$ cat config.mk
export PLATFORM = sky130hd
export DESIGN_NAME = mbox_issue_seq
export DESIGN_NICKNAME = d
export VERILOG_FILES = /design/src/rtl/mbox_seq_pkg.sv /design/src/rtl/mbox_len_clamp.sv /design/src/rtl/mbox_poll_timer.sv /design/src/rtl/mbox_issue_seq.sv
export SDC_FILE = /design/constraint.sdc
export NUM_CORES = 1
export LEC_CHECK = 0
export ABC_AREA = 1
export BUFFER_PORTS_ARGS = -buffer_cell sky130_fd_sc_hd__buf_2
export CORE_MARGIN = 10
export CORE_UTILIZATION = 45
export DETAILED_ROUTE_END_ITERATION = 6
export PLACE_DENSITY_LB_ADDON = 0.15
export SLEW_MARGIN = 0
export SYNTH_ARGS = -nofsm -noshare
export SYNTH_HDL_FRONTEND = slang
export SYNTH_SLANG_ARGS = --single-unit
$ cat constraint.sdc
create_clock -name clk -period 7.7 [get_ports clk]
set_input_delay 1.155 -clock clk [delete_from_list [all_inputs] [get_ports clk]]
set_output_delay 1.155 -clock clk [all_outputs]
set_load 0.02 [all_outputs]
$ cat src/rtl/mbox_seq_pkg.sv
package mbox_seq_pkg;

    localparam int OP_W        = 16;
    localparam int LEN_W       = 21;
    localparam int RC_W        = 16;
    localparam int DATA_W      = 64;
    localparam int CMD_LEN_LSB = 32;
    localparam int DB_BIT      = 0;

    typedef enum logic [3:0] {
        S_IDLE,
        S_CHECK,
        S_CMD,
        S_PGET,
        S_PPUT,
        S_RING,
        S_POLL,
        S_RECHK,
        S_STAT,
        S_OLEN,
        S_ORD,
        S_DONE
    } seq_state_e;

    typedef enum logic [1:0] {
        RES_OK      = 2'd0,
        RES_BUSY    = 2'd1,
        RES_TIMEOUT = 2'd2
    } seq_result_e;

endpackage

$ cat src/rtl/mbox_len_clamp.sv
module mbox_len_clamp #(
    parameter int LEN_W = 21,
    parameter int LIMIT = 256
) (
    input  logic [LEN_W-1:0] want_len,
    input  logic [LEN_W-1:0] dev_len,
    output logic [LEN_W-1:0] xfer_len
);
    localparam logic [LEN_W-1:0] LIM = LEN_W'(LIMIT);

    logic [LEN_W-1:0] lesser;

    always_comb begin
        lesser   = (want_len < dev_len) ? want_len : dev_len;
        xfer_len = (lesser < LIM) ? lesser : LIM;
    end

endmodule

$ cat src/rtl/mbox_poll_timer.sv
module mbox_poll_timer #(
    parameter int LIMIT = 200_000_000
) (
    input  logic clk,
    input  logic rst_n,
    input  logic clear,
    input  logic run,
    output logic expired
);
    localparam int CW = $clog2(LIMIT + 1);
    localparam logic [CW-1:0] LIM = CW'(LIMIT);

    logic [CW-1:0] cnt_q;

    always_ff @(posedge clk) begin
        if (!rst_n) begin
            cnt_q <= '0;
        end else if (clear) begin
            cnt_q <= '0;
        end else if (run && cnt_q != LIM) begin
            cnt_q <= cnt_q + 1'b1;
        end
    end

    assign expired = (cnt_q == LIM);

    // expiry is only reached by counting polling cycles
    assert_expiry_from_poll_R6: assert property (@(posedge clk) disable iff (!rst_n)
        $rose(expired) |-> $past(run));

    // a clear always restarts the window
    assert_clear_restarts_R6: assert property (@(posedge clk) disable iff (!rst_n)
        clear |=> !expired);

endmodule

$ cat src/rtl/mbox_issue_seq.sv
module mbox_issue_seq
    import mbox_seq_pkg::*;
#(
    parameter int ADDR_W        = 12,
    parameter int PAYLOAD_BYTES = 256,
    parameter int TIMEOUT_CYC   = 200_000_000,
    parameter logic [ADDR_W-1:0] OFS_CTRL = 'h000,
    parameter logic [ADDR_W-1:0] OFS_CMD  = 'h008,
    parameter logic [ADDR_W-1:0] OFS_STAT = 'h010,
    parameter logic [ADDR_W-1:0] OFS_PAY  = 'h100
) (
    input  logic              clk,
    input  logic              rst_n,
    input  logic              req_valid,
    output logic              req_ready,
    input  logic [15:0]       req_opcode,
    input  logic [20:0]       req_in_len,
    input  logic [20:0]       req_out_cap,
    input  logic              in_valid,
    output logic              in_ready,
    input  logic [63:0]       in_data,
    output logic              out_valid,
    output logic [63:0]       out_data,
    output logic              done,
    output logic [1:0]        done_status,
    output logic [15:0]       done_rc,
    output logic [20:0]       done_out_len,
    output logic              reg_req,
    output logic              reg_we,
    output logic [ADDR_W-1:0] reg_addr,
    output logic [63:0]       reg_wdata,
    input  logic              reg_ack,
    input  logic [63:0]       reg_rdata
);
    localparam int IDX_W = LEN_W - 2;

    seq_state_e  state_q, state_d;
    seq_result_e res_q;

    logic [OP_W-1:0]   op_q;
    logic [LEN_W-1:0]  in_len_q;
    logic [LEN_W-1:0]  cap_q;
    logic [LEN_W-1:0]  out_len_q;
    logic [RC_W-1:0]   rc_q;
    logic [DATA_W-1:0] wbuf_q;
    logic [IDX_W-1:0]  idx_q;
    logic [IDX_W-1:0]  out_words_q;
    logic [IDX_W-1:0]  in_words;
    logic [IDX_W-1:0]  xfer_words;
    logic [LEN_W-1:0]  xfer_len;
    logic [LEN_W-1:0]  dev_len;
    logic [ADDR_W-1:0] pay_addr;
    logic              door_set;
    logic              tmo_hit;

    assign door_set   = reg_rdata[DB_BIT];
    assign dev_len    = reg_rdata[CMD_LEN_LSB +: LEN_W];
    assign in_words   = IDX_W'(({1'b0, in_len_q} + (LEN_W + 1)'(7)) >> 3);
    assign xfer_words = IDX_W'(({1'b0, xfer_len} + (LEN_W + 1)'(7)) >> 3);
    assign pay_addr   = OFS_PAY + ADDR_W'({idx_q, 3'b000});

    mbox_len_clamp #(
        .LEN_W (LEN_W),
        .LIMIT (PAYLOAD_BYTES)
    ) u_clamp (
        .want_len (cap_q),
        .dev_len  (dev_len),
        .xfer_len (xfer_len)
    );

    mbox_poll_timer #(
        .LIMIT (TIMEOUT_CYC)
    ) u_timer (
        .clk     (clk),
        .rst_n   (rst_n),
        .clear   (state_q == S_RING),
        .run     (state_q == S_POLL),
        .expired (tmo_hit)
    );

    // state register
    always_ff @(posedge clk) begin
        if (!rst_n) begin
            state_q <= S_IDLE;
        end else begin
            state_q <= state_d;
        end
    end

    // transitions
    always_comb begin
        state_d = state_q;
        unique case (state_q)
            S_IDLE:  if (req_valid) state_d = S_CHECK;
            S_CHECK: if (reg_ack) state_d = door_set ? S_DONE : S_CMD;
            S_CMD:   if (reg_ack) state_d = (in_len_q != '0) ? S_PGET : S_RING;
            S_PGET:  if (in_valid) state_d = S_PPUT;
            S_PPUT:  if (reg_ack) state_d = (idx_q + 1'b1 == in_words) ? S_RING : S_PGET;
            S_RING:  if (reg_ack) state_d = S_POLL;
            S_POLL:  if (reg_ack) state_d = !door_set ? S_STAT : (tmo_hit ? S_RECHK : S_POLL);
            S_RECHK: if (reg_ack) state_d = door_set ? S_DONE : S_STAT;
            S_STAT:  if (reg_ack) state_d = (reg_rdata[RC_W-1:0] != '0) ? S_DONE : S_OLEN;
            S_OLEN:  if (reg_ack) state_d = (xfer_len == '0) ? S_DONE : S_ORD;
            S_ORD:   if (reg_ack) state_d = (idx_q + 1'b1 == out_words_q) ? S_DONE : S_ORD;
            S_DONE:  state_d = S_IDLE;
            default: state_d = S_IDLE;
        endcase
    end

    // datapath registers
    always_ff @(posedge clk) begin
        if (!rst_n) begin
            op_q        <= '0;
            in_len_q    <= '0;
            cap_q       <= '0;
            out_len_q   <= '0;
            rc_q        <= '0;
            wbuf_q      <= '0;
            idx_q       <= '0;
            out_words_q <= '0;
            res_q       <= RES_OK;
        end else begin
            if (state_q == S_IDLE && req_valid) begin
                op_q      <= req_opcode;
                in_len_q  <= req_in_len;
                cap_q     <= req_out_cap;
                out_len_q <= '0;
                rc_q      <= '0;
                idx_q     <= '0;
                res_q     <= RES_OK;
            end
            if (state_q == S_CHECK && reg_ack && door_set) res_q <= RES_BUSY;
            if (state_q == S_PGET && in_valid) wbuf_q <= in_data;
            if (state_q == S_PPUT && reg_ack) idx_q <= idx_q + 1'b1;
            if (state_q == S_RECHK && reg_ack && door_set) res_q <= RES_TIMEOUT;
            if (state_q == S_STAT && reg_ack) rc_q <= reg_rdata[RC_W-1:0];
            if (state_q == S_OLEN && reg_ack) begin
                out_len_q   <= xfer_len;
                out_words_q <= xfer_words;
                idx_q       <= '0;
            end
            if (state_q == S_ORD && reg_ack) idx_q <= idx_q + 1'b1;
        end
    end

    // outputs
    always_comb begin
        reg_req   = 1'b0;
        reg_we    = 1'b0;
        reg_addr  = '0;
        reg_wdata = '0;
        in_ready  = 1'b0;
        unique case (state_q)
            S_CHECK, S_POLL, S_RECHK: begin
                reg_req  = 1'b1;
                reg_addr = OFS_CTRL;
            end
            S_CMD: begin
                reg_req   = 1'b1;
                reg_we    = 1'b1;
                reg_addr  = OFS_CMD;
                reg_wdata = DATA_W'(op_q) | (DATA_W'(in_len_q) << CMD_LEN_LSB);
            end
            S_PGET: in_ready = 1'b1;
            S_PPUT: begin
                reg_req   = 1'b1;
                reg_we    = 1'b1;
                reg_addr  = pay_addr;
                reg_wdata = wbuf_q;
            end
            S_RING: begin
                reg_req   = 1'b1;
                reg_we    = 1'b1;
                reg_addr  = OFS_CTRL;
                reg_wdata = DATA_W'(1) << DB_BIT;
            end
            S_STAT: begin
                reg_req  = 1'b1;
                reg_addr = OFS_STAT;
            end
            S_OLEN: begin
                reg_req  = 1'b1;
                reg_addr = OFS_CMD;
            end
            S_ORD: begin
                reg_req  = 1'b1;
                reg_addr = pay_addr;
            end
            default: ;
        endcase
    end

    assign req_ready    = (state_q == S_IDLE);
    assign out_valid    = (state_q == S_ORD) && reg_ack;
    assign out_data     = reg_rdata;
    assign done         = (state_q == S_DONE);
    assign done_status  = res_q;
    assign done_rc      = rc_q;
    assign done_out_len = out_len_q;

    // an access is held unchanged until acknowledged
    assert_req_hold_R11: assert property (@(posedge clk) disable iff (!rst_n)
        (reg_req && !reg_ack) |=> (reg_req && $stable(reg_addr) && $stable(reg_we) && $stable(reg_wdata)));

    // completion is a single-cycle pulse
    assert_done_pulse_R10: assert property (@(posedge clk) disable iff (!rst_n)
        done |=> !done);

    // only the three defined result codes
    assert_done_code_R10: assert property (@(posedge clk) disable iff (!rst_n)
        done |-> (done_status != 2'd3));

    // no bus or stream activity while idle
    assert_ready_quiet_R1: assert property (@(posedge clk) disable iff (!rst_n)
        req_ready |-> (!reg_req && !out_valid && !in_ready));

    // the reported count never exceeds the buffer or the mailbox size
    assert_clamp_R8: assert property (@(posedge clk) disable iff (!rst_n)
        done |-> (done_out_len <= cap_q && 32'(done_out_len) <= PAYLOAD_BYTES));

    // a failing return code carries no output
    assert_no_len_on_rc_R7: assert property (@(posedge clk) disable iff (!rst_n)
        (done && done_rc != '0) |-> (done_out_len == '0));

    // output words come only from read accesses
    assert_stream_read_R9: assert property (@(posedge clk) disable iff (!rst_n)
        out_valid |-> (reg_req && !reg_we));

endmodule

Yosys cells after proc, flatten, opt, wreduce, memory -nomap -nowiden
Index checks and enable logic that the tools add are counted.
W data, S select, Z words.
Word-level totals
  bits in registers: 231
  bits in latches: 0
  RAM bits: 0
  ROM bits: 0
  bits of input ports: 191
  output and inout bits: 185
  word-level logic and storage cells: 113
  memories: 0
Operators by class
  $add $sub $neg: 5
  multipliers: 0
  div/mod/pow operators: 0
  order comparisons: 2
  eq/ne operators: 26
  shift operators: 0
  mux-type cells: 39
  bitwise logic cells: 2
  reduce and logical (&&, ||, !) cells: 27
Operators with widths (count)
  $pmux W64 S3: 1
  $mux W21: 4
  $mux W19: 4
  $or A16 B53 Y53: 1
  $mux W4: 13
  $add A21 B3 Y22 const B: 2
  $pmux W4 S11: 1
  $eq A19 B19 Y1: 2
  $pmux W12 S3: 1
  $mux W16: 2
  $add A28 B1 Y28 const B: 1
  $eq A28 B28 Y1 const B: 1
  $ne A28 B28 Y1 const B: 1
  $ne A2 B2 Y1 const B: 11
  $logic_not A21 Y1: 1
  $lt A21 B21 Y1: 1
  $lt A21 B9 Y1 const B: 1
  $reduce_bool A21 Y1: 1
  $add A19 B1 Y19 const B: 1
  $eq A4 B3 Y1 const B: 4
  $eq A4 B4 Y1 const B: 4
  $reduce_bool A16 Y1: 1
  $add A9 B12 Y12 const A: 1
  $logic_and A1 B1 Y1: 11
  14 further kinds: 30

Depth between registers and ports, before layout
  word-level depth: 8
  depth in mapped cells: 24
  mapped depth without buffers: 24

Modules after synthesis
From an unflattened synthesis, not the netlist that was laid out.
Unflattened totals
  cell total of the unflattened synthesis: 2069
  area, all modules: 13365.3 um2
By module, submodules not included
  mbox_issue_seq: times used 1, cells an instance 1545, area an instance 10352.4 um2, sequential area each 4063.9 um2
  mbox_poll_timer: times used 1, cells an instance 340, area an instance 2005.7 um2, sequential area each 560.5 um2
  mbox_len_clamp: times used 1, cells an instance 184, area an instance 1007.2 um2, sequential area each 0.0 um2

Worst setup path after synthesis
OpenSTA, ideal clock, no wires.
  path type: input-to-reg
  start point: input reg_rdata[52]
  end point: register out_words_q[2]
  library setup time: 0.132 ns
  arrival: 3.156 ns
  data required time: 7.568 ns
  setup slack: 4.412 ns
  cell stages on the path: 20
  path buffers: 2
  cell sequence: inv_1 -> ha_1 -> nand2_2 -> inv_1 -> nand2_1 -> nand3_2 -> nor2_8 -> nand3_4 -> buf_8 -> nand2_2 -> nand2_1 -> nor2_2 -> nand3_2 -> nor2_4 -> buf_6 -> o31ai_1 -> nor2_1 -> nand3_1 -> nand2_1 -> a21oi_1
Between the ends
  cells in the longest elaborated chain, start to end: 5
Ends and longest elaborated chain
  from (decl): RTL line mbox_issue_seq.sv:33  | input logic [63:0] reg_rdata
  $lt A21 B21 Y1: RTL line mbox_len_clamp.sv:14  | lesser = (want_len < dev_len) ? want_len : dev_len;
  $mux W21 (*): RTL line mbox_len_clamp.sv:14
  $lt A21 B9 Y1: RTL line mbox_len_clamp.sv:15  | xfer_len = (lesser < LIM) ? lesser : LIM;
  $mux W21 (*): RTL line mbox_len_clamp.sv:15
  $add A21 B3 Y22 (*): RTL line mbox_issue_seq.sv:59  | assign xfer_words = IDX_W'(({1'b0, xfer_len} + (LEN_W + 1)'(7)) >> 3);
  to (signal assigned): RTL line mbox_issue_seq.sv:139  | out_words_q <= xfer_words;
  to (decl): RTL line mbox_issue_seq.sv:47  | logic [IDX_W-1:0] out_words_q;
Every way passes the cells marked *; elsewhere a longest branch is shown, timed or not.
A chain may end at the register's enable or synchronous reset.

Final worst setup path
  start point: register state_q[2]
  end point: output reg_addr[11]
Between the ends
  cells in the longest elaborated chain, start to end: 3
  elaborated cells on any way between the ends: 8
  classes of those cells: eq/ne: 5; mux: 1; reduce/logical: 2
Ends and longest elaborated chain
  from (decl): RTL line mbox_issue_seq.sv:37  | seq_state_e state_q, state_d;
  from (signal assigned): RTL line mbox_issue_seq.sv:86  | state_q <= state_d;
  $eq A4 B3 Y1 (tied with other cells): RTL line mbox_issue_seq.sv:153  | unique case (state_q)
  $reduce_or A2 Y1 (no line)
  $pmux W12 S3 (*): RTL line mbox_issue_seq.sv:153
  to (decl): RTL line mbox_issue_seq.sv:30  | output logic [ADDR_W-1:0] reg_addr,
Marked as above.

==> results.json <==
{
  "outcome": "finished clean",
  "maximum_single_stage_delay_on_the_critical_path_ns": 0.69,
  "rsz0062_at_grt": "no",
  "port_buffers": 318,
  "start_util_pct": 45.7,
  "yosys-top-cells-count": "sky130_fd_sc_hd__nand2_1, sky130_fd_sc_hd__inv_1, sky130_fd_sc_hd__dfxtp_1",
  "post-cts-setup-buffer-count": 0,
  "crit_family": "simple AND/OR/NAND/NOR gates",
  "power.internal_mw": 2.49,
  "synth.area.top_cells": "sky130_fd_sc_hd__dfxtp_1, sky130_fd_sc_hd__nand2_1, sky130_fd_sc_hd__a21oi_1, sky130_fd_sc_hd__inv_1, sky130_fd_sc_hd__o21ai_0",
  "layout-area-overhead-vs-synth_pct": 18.1,
  "antenna_left": 0,
  "globalRouteMet1Util_pct": 27.1,
  "drt_drc_violations_left": 0,
  "final_max_slew_viol_count": 0,
  "n_fill_cell": 2756,
  "die_w_microns": 186,
  "clock_tree_from_tritoncts": "done",
  "seq_area_sq_mm": 0.00462,
  "hold_buffers": 0,
  "h-tree-depth": 1,
  "proportion_of_power_drawn_by_flip_flops_and_latches_pct": 36.7,
  "postLayoutCoreUtil_pct": 54.0,
  "power.static_leakage_nw": 6.41,
  "die_height_microns": 186,
  "floorplan.core_area_sq_mm": 0.0270,
  "post_synthesis_sequential_element_count": 231,
  "setup.worst_path.end": "reg_addr[11]",
  "grt_antenna_before_repair": 1,
  "dp.cells": 2336,
  "setup.reg_to_reg.worst_slack_ns": 4.64,
  "first_global_vias": 11700,
  "postRouteWirelength_microns": 39000,
  "timing_hold_violations_final": 0,
  "reg2regPathDepth": 10,
  "arrival_ns": 2.53,
  "postLayoutSetupSlackWorst_ns": 4.02,
  "synth.avg_cell_area_sq_um": 6.82,
  "totalNegativeSetupSlack_ns": 0,
  "final_min_period_over_clock_period_pct": 47.8,
  "gp_congestion": 0.943,
  "cts.root.buffer_cell": "sky130_fd_sc_hd__clkbuf_16",
  "powerDensity_mw_per_mm2": 268,
  "layout_cell_share_with_drive_strength_beyond_1_pct": 20.6,
  "clk_path_buf_depth": 3,
  "gr-usage-all-layers_pct": 21.8,
  "clock_buffer_count_from_cts": 27,
  "r2r-start": "state_q[1]",
  "path_class": "flop to output port",
  "yosysSeqAreaShare_pct": 37.5,
  "dpl_worst_slack_ns": 3.78,
  "multi_input_area_sq_mm": 0.00591,
  "timing.critical_path.depth": 9,
  "setup.worst_path.start_class": "flop",
  "worst-slew-pin-transition_ns": 0.887,
  "mappedNetlistArea_sq_mm": 0.0123,
  "clock_latency_late_sink_ns": 0.54,
  "floorplan.die_area_sq_mm": 0.0344,
  "max-vdd-ir-drop_mv": 0.142,
  "layout_min_cycle_time_ns": 3.68,
  "fmaxAchievable_mhz": 272,
  "p_total_mw": 3.90,
  "met3_usage_grt_pct": 5.24,
  "global_route.peak_usage_layer": "met2",
  "setup_violations": 0,
  "avgRoutedWirePerCell_microns": 16.3,
  "most_frequently_used_cell_type_in_the_post_synthesis_netlist": "sky130_fd_sc_hd__nand2_1",
  "clock_edge_transition_at_the_registers_on_the_reported_setup_and_hold_paths_ns": 0.06,
  "synth.top_cell.area_share_pct": 37.5,
  "grt_first_pass_wirelength_microns": 61200,
  "clockPowerShare_pct": 34.1,
  "design.portCount": 376,
  "hold_path.class": "flop to flop",
  "nNetsFinal": 2239,
  "congestion_overflow_gr": 0,
  "place_hpwl_microns": 29400,
  "worst_path_max_delay_cell": "sky130_fd_sc_hd__nor2_1",
  "worst-path-max-fanout": 9,
  "synth.largest_area_cell": "sky130_fd_sc_hd__dfxtp_1",
  "worstSetupEndpointType": "output port",
  "core.rowCount": 60,
  "cell_count_after_synthesis": 1808,
  "async_reset_ff_share_pct": 0,
  "crit_path_start": "state_q[2]",
  "p_sw_share_pct": 36.2,
  "path_buf_inv": 4,
  "regToRegEndpoint": "in_len_q[5]",
  "max-slew-margin-rel_pct": 40.9,
  "tritoncts_num_sinks": 231,
  "synth_enable_flop_cells": 0,
  "drt-vias-per-instance": 5.15,
  "maximum_number_of_pins_on_one_net_before_global_route_repair": 104,
  "post_cts_sizing": 0,
  "clock-skew-final_ns": 0.00994,
  "drt_iter0_drc": 714,
  "netlist-cell-type-count": 53,
  "ys.flop_type": "sky130_fd_sc_hd__dfxtp_1",
  "worst_ep_required_time_ns": 6.55,
  "drv_cap": 0,
  "first_pass_iters": 5,
  "cp_cell_sequence": "inv_1 -> nor2_1 -> inv_1 -> nor2_1 -> nor2_1 -> inv_1 -> o21ai_0 -> a21oi_1 -> buf_2",
  "yosysWarningCount": 0,
  "num_vias": 12300,
  "net-switching-power_mw": 1.41,
  "grtUsageMet2_pct": 36.6,
  "post_layout_nonfiller_instances": 2387,
  "pwr-share-comb_pct": 29.3
}
## state kept, by name (all words and copies together), names as in the netlist, 16 cells and up
register	flops
idx_q	19
done_rc	16
done_out_len	21
op_q	16
cap_q	21
in_len_q	21
wbuf_q	64
u_timer.cnt_q	28
out_words_q	19
## logic make-up (layout without fill, tap and decap cells)
family,Yosys count,in the layout,share of synthesized area (%)
and+or+nand+nor,693,693,24.7
AOI/OAI and AO/OA,413,413,17.7
buffers and inverters,406,641,14.7
DFF,231,231,37.5
xor gates and xnor gates,40,40,2.96
adders and majority gates,24,24,2.44
other,1,4,0.0304
## power by group through the flow
stage / sequential, mW / combinational, mW / clock (mW)
after floorplan: 1.43 / 0.852 / 0
after global placement: 1.45 / 1.13 / 0
after detailed placement: 1.46 / 1.14 / 0
after CTS: 1.43 / 1.15 / 1.36
after global routing: 1.45 / 1.29 / 1.40
final: 1.43 / 1.14 / 1.33
## worst reg2reg max path, delay by kind of cell (launching register included)
kind	cells	cell delay, ns
DFF	1	0.34
buffers and inverters	5	1.00
AOI/OAI and AO/OA	2	0.56
and+or+nand+nor	3	1.04
## metrics by stage
stage | area [sq um] | hold WS (ns)
global route | 14600 | 0.451
finish | 14600 | 0.430
global placement | 13600 | 0.419
detailed placement | 13600 | 0.422
CTS | 14600 | 0.430
floorplan | 12300 | 0.429
## final cells by class
class	count	area share [%]
diodes	1	0.0172
clock inverters	12	0.782
multi-input cells	1173	40.6
repair buffers	328	11.5
well taps	341	2.93
clock buffers	38	5.68
flip-flops and latches	231	31.8
inverters	263	6.79
## metal layers
layer  wire length, microns  part of all wire, %
met5                      0                    0
met4                   1010                  2.6
met3                   3080                  7.9
met2                  18200                   47
met1                  16700                   43
## cell usage in the layout, fill, tap and decap left out, types with 7 or more instances in the layout
| master | count |
|---|---|
| sky130_fd_sc_hd__o22ai_1 | 37 |
| sky130_fd_sc_hd__nand4_1 | 37 |
| sky130_fd_sc_hd__nand3_1 | 83 |
| sky130_fd_sc_hd__clkbuf_16 | 27 |
| sky130_fd_sc_hd__buf_4 | 11 |
| sky130_fd_sc_hd__inv_1 | 253 |
| sky130_fd_sc_hd__nand2_2 | 7 |
| sky130_fd_sc_hd__dfxtp_1 | 231 |
| sky130_fd_sc_hd__xor2_1 | 27 |
| sky130_fd_sc_hd__a21oi_1 | 201 |
| sky130_fd_sc_hd__clkinv_2 | 10 |
| sky130_fd_sc_hd__xnor2_1 | 12 |
| sky130_fd_sc_hd__clkbuf_8 | 11 |
| sky130_fd_sc_hd__o21ai_0 | 147 |
| sky130_fd_sc_hd__ha_1 | 24 |
| sky130_fd_sc_hd__nor2_2 | 8 |
| sky130_fd_sc_hd__buf_2 | 317 |
| sky130_fd_sc_hd__inv_2 | 8 |
| sky130_fd_sc_hd__nor3_1 | 30 |
| sky130_fd_sc_hd__nor2_1 | 163 |
| sky130_fd_sc_hd__nand2_1 | 324 |
| sky130_fd_sc_hd__nor4_1 | 17 |
## worst min-delay path by stage
| stage | end | cells past startpoint | slack, ns | startpoint |
|---|---|---|---|---|
| 3_5_place_dp | done_out_len[18] | 2 | 0.42 | done_out_len[18] |
| 5_1_grt | done_out_len[18] | 2 | 0.45 | done_out_len[18] |
| 3_3_place_gp | done_out_len[19] | 2 | 0.42 | done_out_len[19] |
| 6_report | done_out_len[19] | 2 | 0.43 | done_out_len[19] |
| 2_1_floorplan | out_words_q[14] | 2 | 0.43 | out_words_q[14] |
| 4_1_cts | done_out_len[18] | 2 | 0.43 | done_out_len[18] |
No activity file was read; power rests on OpenSTA's default activity.
